**src/rtl/fsr_pkg.sv**
```systemverilog
package fsr_pkg;
   localparam int unsigned BIT_OVF   = 0;
   localparam int unsigned BIT_UNF   = 1;
   localparam int unsigned BIT_NEG   = 2;
   localparam int unsigned BIT_ZRO   = 3;
   localparam int unsigned BIT_TST   = 4;
   localparam int unsigned BIT_RND   = 5;
   localparam int unsigned BIT_PRT   = 6;
   localparam int unsigned CTL_BITS  = 7;
   localparam int unsigned N_STICKY  = 2;

   typedef struct packed {
      logic neg;
      logic zero;
      logic test;
   } cond_t;
endpackage

```
**src/rtl/fsr_sticky_bit.sv**
```systemverilog
module fsr_sticky_bit #(
   parameter bit IRQ_PULSE = 1'b1
) (
   input  logic clk,
   input  logic rst_n,
   input  logic set_i,
   input  logic ld_en,
   input  logic ld_val,
   output logic flag_o,
   output logic irq_o
);
   logic flag_q;
   logic flag_d;

   // a set beats any load in the same cycle
   always_comb flag_d = set_i | (ld_en ? ld_val : flag_q);

   always_ff @(posedge clk or negedge rst_n) begin
      if (!rst_n) flag_q <= 1'b0;
      else        flag_q <= flag_d;
   end

   assign flag_o = flag_q;

   generate
      if (IRQ_PULSE) begin : g_pulse
         logic irq_q;
         always_ff @(posedge clk or negedge rst_n) begin
            if (!rst_n) irq_q <= 1'b0;
            else        irq_q <= flag_d & ~flag_q;
         end
         assign irq_o = irq_q;

         p_irq_with_flag_r2: assert property (@(posedge clk) disable iff (!rst_n)
            irq_o |-> flag_o);
         p_irq_single_r2: assert property (@(posedge clk) disable iff (!rst_n)
            irq_o |=> !irq_o);
      end else begin : g_level
         assign irq_o = flag_q;
      end
   endgenerate

   p_set_wins_r8: assert property (@(posedge clk) disable iff (!rst_n)
      set_i |=> flag_o);
   p_sticky_hold_r1: assert property (@(posedge clk) disable iff (!rst_n)
      (flag_o && !ld_en) |=> flag_o);
endmodule

```
**src/rtl/fsr_cond_flags.sv**
```systemverilog
module fsr_cond_flags
   import fsr_pkg::*;
(
   input  logic  clk,
   input  logic  rst_n,
   input  logic  upd_nz,
   input  logic  upd_test,
   input  cond_t res_in,
   input  logic  ld_en,
   input  cond_t ld_val,
   output cond_t cond_o
);
   cond_t cond_q;
   cond_t cond_d;

   always_comb begin
      cond_d = ld_en ? ld_val : cond_q;
      if (upd_nz) begin
         cond_d.neg  = res_in.neg;
         cond_d.zero = res_in.zero;
      end
      if (upd_test) cond_d.test = res_in.test;
   end

   always_ff @(posedge clk or negedge rst_n) begin
      if (!rst_n) cond_q <= '0;
      else        cond_q <= cond_d;
   end

   assign cond_o = cond_q;

   p_nz_hold_r3: assert property (@(posedge clk) disable iff (!rst_n)
      (!upd_nz && !ld_en) |=> ($stable(cond_o.neg) && $stable(cond_o.zero)));
   p_test_only_r4: assert property (@(posedge clk) disable iff (!rst_n)
      (!upd_test && !ld_en) |=> $stable(cond_o.test));
   p_nz_beats_load_r11: assert property (@(posedge clk) disable iff (!rst_n)
      upd_nz |=> (cond_o.neg == $past(res_in.neg) && cond_o.zero == $past(res_in.zero)));
endmodule

```
**src/rtl/fsr_ctrl_field.sv**
```systemverilog
module fsr_ctrl_field #(
   parameter int unsigned RPC_W = 16
) (
   input  logic             clk,
   input  logic             rst_n,
   input  logic             ld_en,
   input  logic             ld_rnd,
   input  logic             ld_prt,
   input  logic [RPC_W-1:0] ld_rpc,
   input  logic             call_en,
   input  logic [RPC_W-1:0] call_pc,
   output logic             rnd_o,
   output logic             prt_o,
   output logic [RPC_W-1:0] rpc_o
);
   logic             rnd_q, prt_q;
   logic [RPC_W-1:0] rpc_q;

   always_ff @(posedge clk or negedge rst_n) begin
      if (!rst_n) begin
         rnd_q <= 1'b0;
         prt_q <= 1'b0;
         rpc_q <= '0;
      end else begin
         if (ld_en) begin
            rnd_q <= ld_rnd;
            prt_q <= ld_prt;
         end
         if (call_en)    rpc_q <= call_pc;
         else if (ld_en) rpc_q <= ld_rpc;
      end
   end

   assign rnd_o = rnd_q;
   assign prt_o = prt_q;
   assign rpc_o = rpc_q;

   p_call_capture_r6: assert property (@(posedge clk) disable iff (!rst_n)
      call_en |=> (rpc_o == $past(call_pc)));
   p_rpc_hold_r6: assert property (@(posedge clk) disable iff (!rst_n)
      (!call_en && !ld_en) |=> $stable(rpc_o));
   p_ctl_load_only_r9: assert property (@(posedge clk) disable iff (!rst_n)
      !ld_en |=> ($stable(rnd_o) && $stable(prt_o)));
endmodule

```
**src/rtl/fpu_status_reg.sv**
```systemverilog
module fpu_status_reg
   import fsr_pkg::*;
#(
   parameter int unsigned DATA_W    = 32,
   parameter int unsigned RPC_W     = 16,
   parameter int unsigned RPC_LSB   = 16,
   parameter bit          IRQ_PULSE = 1'b1
) (
   input  logic              clk,
   input  logic              rst_n,
   input  logic              upd_arith,
   input  logic              ovf_in,
   input  logic              unf_in,
   input  logic              upd_nz,
   input  logic              neg_in,
   input  logic              zero_in,
   input  logic              upd_test,
   input  logic              test_in,
   input  logic              call_en,
   input  logic [RPC_W-1:0]  call_pc,
   input  logic              ld_en,
   input  logic [DATA_W-1:0] ld_data,
   output logic [DATA_W-1:0] stat_word,
   output logic              ovf_flag,
   output logic              unf_flag,
   output logic              neg_flag,
   output logic              zero_flag,
   output logic              test_flag,
   output logic              rnd_nearest,
   output logic              prot_wr_en,
   output logic [RPC_W-1:0]  ret_pc,
   output logic              ovf_irq,
   output logic              unf_irq
);
   localparam int unsigned RPC_MSB = RPC_LSB + RPC_W - 1;

   generate
      if (RPC_W < 1 || RPC_MSB >= DATA_W) begin : g_bad_rpc
         $error("return field does not fit in the word");
      end
      if (RPC_LSB < CTL_BITS) begin : g_bad_lsb
         $error("return field overlaps flag bits");
      end
   endgenerate

   logic [N_STICKY-1:0] st_set, st_ld, st_flag, st_irq;
   cond_t cond_res, cond_ld, cond_q;

   assign st_set[BIT_OVF] = upd_arith & ovf_in;
   assign st_set[BIT_UNF] = upd_arith & unf_in;
   assign st_ld           = ld_data[N_STICKY-1:0];

   generate
      for (genvar i = 0; i < N_STICKY; i++) begin : g_sticky
         fsr_sticky_bit #(.IRQ_PULSE(IRQ_PULSE)) u_bit (
            .clk    (clk),
            .rst_n  (rst_n),
            .set_i  (st_set[i]),
            .ld_en  (ld_en),
            .ld_val (st_ld[i]),
            .flag_o (st_flag[i]),
            .irq_o  (st_irq[i])
         );
      end
   endgenerate

   assign cond_res = '{neg: neg_in, zero: zero_in, test: test_in};
   assign cond_ld  = '{neg: ld_data[BIT_NEG], zero: ld_data[BIT_ZRO], test: ld_data[BIT_TST]};

   fsr_cond_flags u_cond (
      .clk      (clk),
      .rst_n    (rst_n),
      .upd_nz   (upd_nz),
      .upd_test (upd_test),
      .res_in   (cond_res),
      .ld_en    (ld_en),
      .ld_val   (cond_ld),
      .cond_o   (cond_q)
   );

   fsr_ctrl_field #(.RPC_W(RPC_W)) u_ctrl (
      .clk     (clk),
      .rst_n   (rst_n),
      .ld_en   (ld_en),
      .ld_rnd  (ld_data[BIT_RND]),
      .ld_prt  (ld_data[BIT_PRT]),
      .ld_rpc  (ld_data[RPC_MSB:RPC_LSB]),
      .call_en (call_en),
      .call_pc (call_pc),
      .rnd_o   (rnd_nearest),
      .prt_o   (prot_wr_en),
      .rpc_o   (ret_pc)
   );

   assign ovf_flag  = st_flag[BIT_OVF];
   assign unf_flag  = st_flag[BIT_UNF];
   assign ovf_irq   = st_irq[BIT_OVF];
   assign unf_irq   = st_irq[BIT_UNF];
   assign neg_flag  = cond_q.neg;
   assign zero_flag = cond_q.zero;
   assign test_flag = cond_q.test;

   always_comb begin
      stat_word                  = '0;
      stat_word[BIT_OVF]         = ovf_flag;
      stat_word[BIT_UNF]         = unf_flag;
      stat_word[BIT_NEG]         = neg_flag;
      stat_word[BIT_ZRO]         = zero_flag;
      stat_word[BIT_TST]         = test_flag;
      stat_word[BIT_RND]         = rnd_nearest;
      stat_word[BIT_PRT]         = prot_wr_en;
      stat_word[RPC_MSB:RPC_LSB] = ret_pc;
   end

   p_arith_keeps_nz_r5: assert property (@(posedge clk) disable iff (!rst_n)
      (upd_arith && !upd_nz && !upd_test && !ld_en && !call_en) |=>
         ($stable(neg_flag) && $stable(zero_flag) && $stable(test_flag) && $stable(ret_pc)));
   p_load_restores_r7: assert property (@(posedge clk) disable iff (!rst_n)
      (ld_en && !upd_arith && !upd_nz && !upd_test && !call_en) |=>
         (stat_word == ($past(ld_data) & ((({DATA_W{1'b0}} | {RPC_W{1'b1}}) << RPC_LSB)
                                          | {{(DATA_W-CTL_BITS){1'b0}}, {CTL_BITS{1'b1}}}))));
endmodule

```
**config.mk**
```make
export PLATFORM = sky130hd
export DESIGN_NAME = fpu_status_reg
export DESIGN_NICKNAME = d
export VERILOG_FILES = /design/src/rtl/fsr_pkg.sv /design/src/rtl/fsr_sticky_bit.sv /design/src/rtl/fsr_cond_flags.sv /design/src/rtl/fsr_ctrl_field.sv /design/src/rtl/fpu_status_reg.sv
export SDC_FILE = /design/constraint.sdc
export NUM_CORES = 1
export LEC_CHECK = 0
export BUFFER_PORTS_ARGS = -buffer_cell sky130_fd_sc_hd__buf_2
export CORE_ASPECT_RATIO = 2
export CORE_MARGIN = 3
export CORE_UTILIZATION = 34
export CTS_CLUSTER_DIAMETER = 40
export DETAILED_ROUTE_END_ITERATION = 8
export GPL_TIMING_DRIVEN = 0
export PLACE_DENSITY = 0.76
export SLEW_MARGIN = 0
export SYNTH_ARGS = -nofsm -noshare
export SYNTH_HDL_FRONTEND = slang
export SYNTH_SLANG_ARGS = --single-unit
```
**constraint.sdc**
```tcl
create_clock -name clk -period 0.95 [get_ports clk]
set_clock_uncertainty 0.2 [all_clocks]
set_input_delay 0.0475 -clock clk [delete_from_list [all_inputs] [get_ports clk]]
set_output_delay 0.0475 -clock clk [all_outputs]
set_load 0.005 [all_outputs]
```
======== Word-level counts from Yosys, hierarchy flattened ========
Index checks and enable logic that the tools add are counted.
operators by class
  mux-type cells .......................... 7
  bitwise logic cells ..................... 8
  reduce and logical (&&, ||, !) cells .... 3
operators by type and width
  kind                number
  16-bit 2-to-1 mux   2
  2-bit nonzero test  3
  1-bit bitwise AND   4
  1-bit 2-to-1 mux    3
  3-bit 2-to-1 mux    1
  2-bit 2-to-1 mux    1
  1-bit inverter      2
  1-bit bitwise OR    2
word-level totals
  register bits ........................... 25
  logic and storage cells ................. 28

======== Longest topological paths before layout ========
Gate-level depths: netlist (run 1).
  depth in word-level cells ............... 3
  depth in mapped cells ................... 4

======== By module ========
A second synthesis (run 1) with hierarchy kept.
unflattened totals
  cells, all modules ...................... 132
  area, all modules ....................... 1,346.3 sq um
by module, submodules not included
  module          instances  cells each  area an instance (sq um)  sequential area each (sq um)
  fsr_ctrl_field  1          73          815.8                     450.4
  fpu_status_reg  1          35          256.5                     0.0
  fsr_sticky_bit  2          6           71.3                      50.0
  fsr_cond_flags  1          12          131.4                     75.1

======== Least setup slack after synthesis (run 1) ========
No wires, ideal clock.
  path kind ............................... register to register
  start point ............................. reg u_ctrl.prt_o (netlist name)
  end point ............................... reg u_ctrl.prt_q (netlist: u_ctrl.prt_o)
  arrival time ............................ 0.629 ns
  setup slack ............................. -0.004 ns
  stages on the path, launching flop included .. 2
  path through ............................ dfrtp_1 > mux2_2
RTL lines
  item                  RTL line              source
  to (signal assigned)  fsr_ctrl_field.sv:27  prt_q <= ld_prt;
  to (decl)             fsr_ctrl_field.sv:16  logic rnd_q, prt_q;

======== Final worst setup path (run 1) ========
  start point ............................. reg u_ctrl.rpc_q[10] (netlist: u_ctrl.rpc_o[10])
  end point ............................... out stat_word[26]
RTL lines
  item                    RTL line              source
  from (decl)             fsr_ctrl_field.sv:17  logic [RPC_W-1:0] rpc_q;
  from (signal assigned)  fsr_ctrl_field.sv:29  if (call_en) rpc_q <= call_pc;
  from (signal assigned)  fsr_ctrl_field.sv:30  else if (ld_en) rpc_q <= ld_rpc;
  to (decl)               fpu_status_reg.sv:23  output logic [DATA_W-1:0] stat_word,
No word-level cell between the ends.

==> flow_summary.ini, run 1 <==
[worst_setup_path]
cp-start-kind = flop
reg2reg_slack_ps = -120
critical_path.max_fanout = 3
r2r_start = u_ctrl.rpc_o[4]$_DFFE_PN0P_
reg2reg_to = u_ctrl.rpc_o[4]$_DFFE_PN0P_
path_class = flop to output port
r2r_cells = 3
required_ps = 700
end_kind = output port
worstPathArrival_ps = 920

[clocking]
numCtsBuffers = 3
root_buffer = clkbuf_8
cts_tree = built
cts_max_level = 1
clk-insertion-delay-late_ps = 260
cts.clk_slew.worst_paths_ps = 80
cts_sinks = 25
clk_path_buf_depth = 2
postCtsHoldBufs = 34

[sta]
setup_ws_ps = -221
max_freq_mhz = 854
drv_slew = 0
hold_viol = 16
grt_setup_unrepaired = true
max_slew.worst_pin.slew_ps = 505
slew_headroom_pct = 66.4
holdWs_ps = -188
fin_tns_setup_ps = -7750
finalCritPeriodShare_pct = 123
finalSetupViolations = 59
fin_crit_ps = 1170

[die]
rows = 31
start_util_pct = 36.5
die_y_um = 95.4
coreArea_um2 = 3720
die_w_um = 50.7
dieArea_um2 = 4830
top_level_ports = 117

[route]
vias = 1410
drc = 0
drtPass1Iterations = 4
drt-wirelength-per-cell_um = 13.7
drt-vias-per-instance = 4.30
routed_wl_um = 4480
antenna_left = 0
drt_iter0_drc = 13

[global_routing]
met3_usage_pct = 4.07
grtUsageTotal_pct = 19.3
grt_max_degree = 26
grt_remaining_overflow = 0
grt_pass1_wl_um = 7220
busiest_layer = met2
met2_usage_pct = 39.1
grt_pass1_vias = 1604
antenna_found_initial = 0
grtUsageMet1_pct = 18.7

[min_path]
worstHoldEndpoint = u_ctrl.rnd_o$_DFFE_PN0P_
hold_path_depth = 2
min_from = ld_data[5]
hold_path.class = input port to flop

[placed_design]
dpl_worst_slack_ps = -145
post-place-cells = 285
numPortBuffers = 97
place_congestion = 0.693
dp_hpwl_um = 2750

[layout]
seqCellArea_um2 = 626
multi_input_area_um2 = 458
final_common_cell = buf_2
finalNonFillerCells = 328
nets = 340
fill_cells = 295
layout_common_cells = buf_2, buf_6, dlygate4sd3_1
area_growth_pct = 92.5
diodes = 0
layout-drive-gt1-share_pct = 52.3
final_util_pct = 70.2

[power]
total_power_w = 0.00295
ir_drop_mv = 0.780
power.density_nw_per_um2 = 1130
leakagePower_nw = 1.41

[synthesis]
yosysWarnings = 0
yosysUniqueCellTypes = 16
seq_area_frac_synth_pct = 46.1
syn_area_um2 = 1360
netlist_instances = 131
synth_top_area_share_pct = 46.1
netlist.top_cell.by_area = dfrtp_1
synth.avg_cell_area_um2 = 10.4
yosys_register_bits = 25
yosys-top-cells-area = dfrtp_1, buf_4, mux2i_1

[run]
cap_violations = 0

[run_status]
violations = hold timing, setup timing
status = finished, violations left
[synth_stat cells]
| library cell | number |
|---|---|
| buf_4 | 32 |
| dfrtp_1 | 25 |
| mux2i_1 | 19 |
| nand2_1 | 19 |
| o21ai_1 | 17 |
| o21ai_0 | 4 |
| buf_12 | 2 |
| clkbuf_1 | 2 |
| inv_1 | 2 |
| mux2_2 | 2 |
| nor2_1 | 2 |
| a22oi_1 | 1 |
| a22oi_2 | 1 |
| buf_2 | 1 |
| buf_6 | 1 |
| conb_1 | 1 |
[where the power goes]
group          total, W  internal (W)  switching, W
clock network  0.000618      0.000299      0.000319
registers       0.00125       0.00116     0.0000930
logic           0.00107      0.000719      0.000354
[layer usage]
layer / part of all wire, % / up-vias
met5: 0 / -
met2: 59 / 74
met3: 7.3 / 6
met1: 33 / 643
met4: 1.2 / 0
li1: - / 687
[sequential cells by signal, indices dropped and copies added (netlist names)]
signal                 count
g_sticky.u_bit.flag_o      2
g_sticky.u_bit.irq_o       2
u_cond.cond_o              3
u_ctrl.prt_o               1
u_ctrl.rnd_o               1
u_ctrl.rpc_o              16
[how the worst max path moves through the flow]
stage / from / end / slack, ps
after global routing: u_ctrl.rpc_o[5]$_DFFE_PN0P_ / stat_word[21] / -260
after floorplan: u_ctrl.prt_o$_DFFE_PN0P_ / u_ctrl.prt_o$_DFFE_PN0P_ / -4
final: u_ctrl.rpc_o[10]$_DFFE_PN0P_ / stat_word[26] / -220
after global placement: call_en / u_ctrl.rpc_o[3]$_DFFE_PN0P_ / -110
after CTS: u_ctrl.rpc_o[5]$_DFFE_PN0P_ / stat_word[21] / -220
after detailed placement: call_en / u_ctrl.rpc_o[3]$_DFFE_PN0P_ / -150
[layout make-up]
| cell class | count | area share, % |
|---|---|---|
| multi-input cells | 74 | 17.5 |
| flip-flops and latches | 25 | 23.9 |
| inverters | 2 | 0.287 |
| repair buffers | 136 | 39.3 |
| well taps | 49 | 2.35 |
| clock buffers | 4 | 1.72 |
| plain buffers | 38 | 14.9 |
[critical path: stages, from the launching register on]
cell	delay (ps)
dfrtp_1	430
buf_6	130
buf_6	100
[kinds of logic after synthesis]
logic type | count (synthesis) | synth area share (%)
buffers and inverters | 40 | 22.9
other | 1 | 0.276
DFF | 25 | 46.1
muxes | 21 | 15.7
AOI/OAI and AO/OA | 23 | 9.22
and+or+nand+nor | 21 | 5.81
[what timing repair did]
| item | 4_1_cts | 5_1_grt |
|---|---|---|
| setup endpoints to repair | 51 | 95 |
| pin swaps | 0 | 2 |
| hold endpoints to repair | 50 | 16 |
| resized for setup | 46 | 12 |
| buffers inserted | 5 | 0 |
[metrics by stage]
step	cell area [um^2]	hold slack [ps]
finish	2610	-188
global route	2610	-197
CTS	2590	-203
detailed placement	1930	-120
global placement	1930	-122
floorplan	1390	-448
Power figures use the tool's default switching activity.
==> inputs of run 2 (changes only) <==
Settings changed: SETUP_SLACK_MARGIN from default to 0.5.
==> run 2 against run 1 <==
  * The flow still finishes with violations (hold timing, setup timing)
  * Sequential share of layout area grew 3.5 points
  * Non-clock buffer count fell by 36
  * Sequential power barely moved
  * Clock power increased by 2%
  * Core utilization shrank 9.0 points
  * Worst hold slack got worse by 250 ps
  * Wire length shrank 13%
  * Via count fell by 9.5%
  * Critical path depth is the same
  * Die area stayed put
==> flow_summary.ini, run 2 (synthesis gave the netlist of run 1 again) <==
[route]
drtPass1Iterations = 4
antenna_left = 0
drt_iter0_drc = 10
drc = 0
routed_wl_um = 3920
vias = 1276
drt-vias-per-instance = 4.37
drt-wirelength-per-cell_um = 13.4

[die]
coreArea_um2 = 3720
die_y_um = 95.4
dieArea_um2 = 4830
start_util_pct = 36.5
die_w_um = 50.7
top_level_ports = 117
rows = 31

[clocking]
clk_path_buf_depth = 2
cts.clk_slew.worst_paths_ps = 90
cts_tree = built
cts_sinks = 25
clk-insertion-delay-late_ps = 260
cts_max_level = 1
root_buffer = clkbuf_8
numCtsBuffers = 3

[sta]
max_slew.worst_pin.slew_ps = 554
fin_crit_ps = 1170
slew_headroom_pct = 63.1
finalCritPeriodShare_pct = 123
finalSetupViolations = 55
hold_viol = 50
max_freq_mhz = 854
drv_slew = 0
holdWs_ps = -441
grt_setup_unrepaired = true
setup_ws_ps = -221

[worst_setup_path]
required_ps = 700
end_kind = output port
critical_path.max_fanout = 3
worstPathArrival_ps = 920
cp-start-kind = flop
path_class = flop to output port

[global_routing]
grt_max_degree = 26
grtUsageTotal_pct = 16.5
antenna_found_initial = 0
grt_remaining_overflow = 0
grt_pass1_vias = 1350
grt_pass1_wl_um = 6120

[run_status]
status = finished, violations left
violations = hold timing, setup timing

[placed_design]
place_congestion = 0.654
dp_hpwl_um = 2970
numPortBuffers = 97

[layout]
layout_common_cells = buf_2, buf_6, dfrtp_1
final_common_cell = buf_2
largest_reg_flops = 16
diodes = 0
final_util_pct = 61.2
fill_cells = 311
nets = 304
area_growth_pct = 67.9
layout-drive-gt1-share_pct = 61.3

[run]
cap_violations = 0

[min_path]
hold_path.class = input port to async pin

[power]
ir_drop_mv = 0.748
power.density_nw_per_um2 = 1250
leakagePower_nw = 1.24
## run 2: cell types whose count changed in the layout (fill, tap and decap cells not counted), sizes merged
| cell | before | now |
|---|---|---|
| dlymetal6s4s | 2 | 0 |
| buf | 137 | 136 |
| clkbuf | 7 | 6 |
| dlygate4sd3 | 32 | 0 |
## run 2: path summary, 6_finish.rpt
check	slack, ps	startpoint	cells after the start	end
setup / recovery	-220	g_sticky[1].u_bit.flag_o$_DFF_PN0_	2	stat_word[1]
hold / removal	-440	rst_n	1	g_sticky[1].u_bit.irq_o$_DFF_PN0_
setup reg to reg	-120	g_sticky[1].u_bit.flag_o$_DFF_PN0_	4	g_sticky[1].u_bit.flag_o$_DFF_PN0_
hold reg to reg	360	u_ctrl.rnd_o$_DFFE_PN0P_	1	u_ctrl.rnd_o$_DFFE_PN0P_
max in group asynchronous	620	rst_n	1	u_ctrl.rpc_o[8]$_DFFE_PN0P_
min in group clk	-240	upd_test	2	u_cond.cond_o[0]$_DFFE_PN0P_
## run 2: repair_timing
| action | CTS | global route |
|---|---|---|
| setup buffers | 2 | 1 |
| setup endpoints to repair | 73 | 73 |
| gates resized for setup | 33 | 3 |
| pin swaps | 4 | 3 |
| hold endpoints to repair | 50 | 50 |
## run 2: area by class of cell
type	instances	area [um^2]	share of cell area, %
multi-input combinational	74	478	21.0
buffer	38	399	17.5
clock buffer	4	45.0	1.98
sequential	25	626	27.4
timing repair buffer	100	663	29.1
tap	49	61.3	2.69
inverter	2	7.51	0.329
## run 2: per-stage QoR
stage	area (um^2)	power (W)	TNS [ps]	setup slack, ps	std cells
floorplan	1480	0.00169	-7.04	-3.52	139
global placement	2030	0.00203	-1190	-102	285
detailed placement	2030	0.00205	-1460	-132	285
CTS	2260	0.00285	-7640	-218	291
global route	2280	0.00300	-9860	-252	292
finish	2280	0.00285	-7630	-221	292
## run 2: critical path, stage by stage (launching register included)
cell	delay (ps)
dfrtp_1	430
buf_6	130
buf_6	100
## run 2: where the power goes
part | switching (W) | internal, W | total (W)
registers | 0.0000929 | 0.00116 | 0.00125
logic | 0.000337 | 0.000626 | 0.000963
clock network | 0.000334 | 0.000300 | 0.000633
total | 0.000764 | 0.00209 | 0.00285
## run 2: metal layers
layer / vias to the layer above / share of wire (%) / track usage (%)
met3: 2 / 9.3 / 3.44
met1: 582 / 34 / 16.1
met2: 76 / 56 / 33.2
met4: 0 / 0.89 / 4.72
li1: 616 / - / -
met5: - / 0 / 0
==> inputs of run 3 (changes only) <==
Settings changed: CORE_ASPECT_RATIO 2 to default.
==> run 3 against run 2 <==
  * The run still ends with hold timing, setup timing left
  * Non-clock buffer count up 2
  * Sequential power about the same
  * Highest routed layer unchanged
  * Combinational power down 0.5%
  * Register-to-register slack about the same
==> flow_summary.ini, run 3 (synthesis gave the netlist of run 1 again) <==
[run_status]
status = finished, violations left
violations = hold timing, setup timing

[placed_design]
dp_hpwl_um = 2730
post-place-cells = 284
dpl_worst_slack_ps = -129
numPortBuffers = 97
place_congestion = 0.802

[die]
die_y_um = 69.2
dieArea_um2 = 4790
rows = 22
die_w_um = 69.2
start_util_pct = 36.3
coreArea_um2 = 3740
top_level_ports = 117

[layout]
largest_reg_flops = 16
final_common_cell = buf_2
area_growth_pct = 68.1
finalNonFillerCells = 293
layout-drive-gt1-share_pct = 61.2
diodes = 0
layout_common_cells = buf_2, buf_6, dfrtp_1
nets = 306
final_util_pct = 61.0

[sta]
drv_slew = 0
setup_ws_ps = -215
holdWs_ps = -438
grt_setup_unrepaired = true
slew_headroom_pct = 63.0
fin_crit_ps = 1170
finalSetupViolations = 62
max_slew.worst_pin.slew_ps = 555
max_freq_mhz = 858
finalCritPeriodShare_pct = 123
hold_viol = 50

[global_routing]
grt_remaining_overflow = 0
grtUsageTotal_pct = 15.0
grt_pass1_wl_um = 5910
grt_max_degree = 26
antenna_found_initial = 0
grt_pass1_vias = 1217

[worst_setup_path]
path_common_cell = buf_6
end_kind = output port
max_stage_delay_ps = 430
path_cells = buf_6 > buf_6
critPathTopFamily = flip-flops
cp-start-kind = flop
critPathBufInv = 2
required_ps = 700
startpoint = u_ctrl.rpc_o[11]$_DFFE_PN0P_
cp_slowest_cell = dfrtp_1
path_class = flop to output port
critical_path.max_fanout = 3
r2r_start = u_ctrl.rpc_o[15]$_DFFE_PN0P_
worstPathArrival_ps = 920

[power]
leakagePower_nw = 1.25
ir_drop_mv = 0.507
total_power_w = 0.00283
power.density_nw_per_um2 = 1240

[min_path]
hold_path.class = input port to async pin

[route]
vias = 1257
drt_iter0_drc = 20
antenna_left = 0
drc = 0
drt-vias-per-instance = 4.29
routed_wl_um = 3620
drt-wirelength-per-cell_um = 12.3
drtPass1Iterations = 3

[clocking]
cts_sinks = 25
clk_path_buf_depth = 2
cts.clk_slew.worst_paths_ps = 90
clk-insertion-delay-late_ps = 260
cts_tree = built
cts_max_level = 1
root_buffer = clkbuf_8
numCtsBuffers = 3

[run]
cap_violations = 0
run 3: cell count changes in the layout (fill, tap and decap cells not counted), sizes merged:
cell and change:
buf +2, clkbuf -1, clkinv +1
run 3: final cells by class:
class	count	area (um^2)
plain buffers	38	399
fillers	317	1460
clock buffers	3	41.3
flip-flops and latches	25	626
inverters	2	7.51
clock inverters	1	5.00
well taps	48	60.1
repair buffers	102	682
multi-input cells	74	462
run 3: repair_timing:
item / 4_1_cts / 5_1_grt
endpoints found under the hold margin: 50 / 50
resized for setup: 27 / 6
cloned: 0 / 0
endpoints found under the setup margin: 73 / 73
pin swaps: 2 / 2
setup buffers: 3 / 2
run 3: final timing paths:
| path | end | slack [ps] | cells past startpoint |
|---|---|---|---|
| worst min-delay path | g_sticky[1].u_bit.irq_o$_DFF_PN0_ | -440 | 1 |
| min in group clk | u_cond.cond_o[0]$_DFFE_PN0P_ | -230 | 2 |
| worst max-delay path | stat_word[27] | -220 | 2 |
| max in group asynchronous | u_ctrl.rpc_o[3]$_DFFE_PN0P_ | 620 | 1 |
| worst min register to register | u_ctrl.rnd_o$_DFFE_PN0P_ | 360 | 1 |
| worst max register to register | u_ctrl.rpc_o[15]$_DFFE_PN0P_ | -130 | 3 |
run 3: routing by layer:
metal	vias up	track usage (%)	share of wire, %
met5	-	0	0
met4	0	3.25	0.53
met3	2	5.07	9.0
met2	67	26.1	50
met1	564	17.8	40
li1	624	-	-
run 3: metrics by stage:
step	instance area, um^2	setup TNS [ps]
final	2280	-7670
after global routing	2280	-10600
after CTS	2250	-7830
after detailed placement	2030	-1270
after global placement	2030	-1230
after floorplan	1480	-7.04
run 3: report_power, final:
group / switching [W] / internal, W / leakage, nW / total, W
Combinational: 0.000325 / 0.000633 / 0.928 / 0.000958
Sequential: 0.0000908 / 0.00116 / 0.301 / 0.00125
Clock: 0.000326 / 0.000293 / 0.0255 / 0.000618
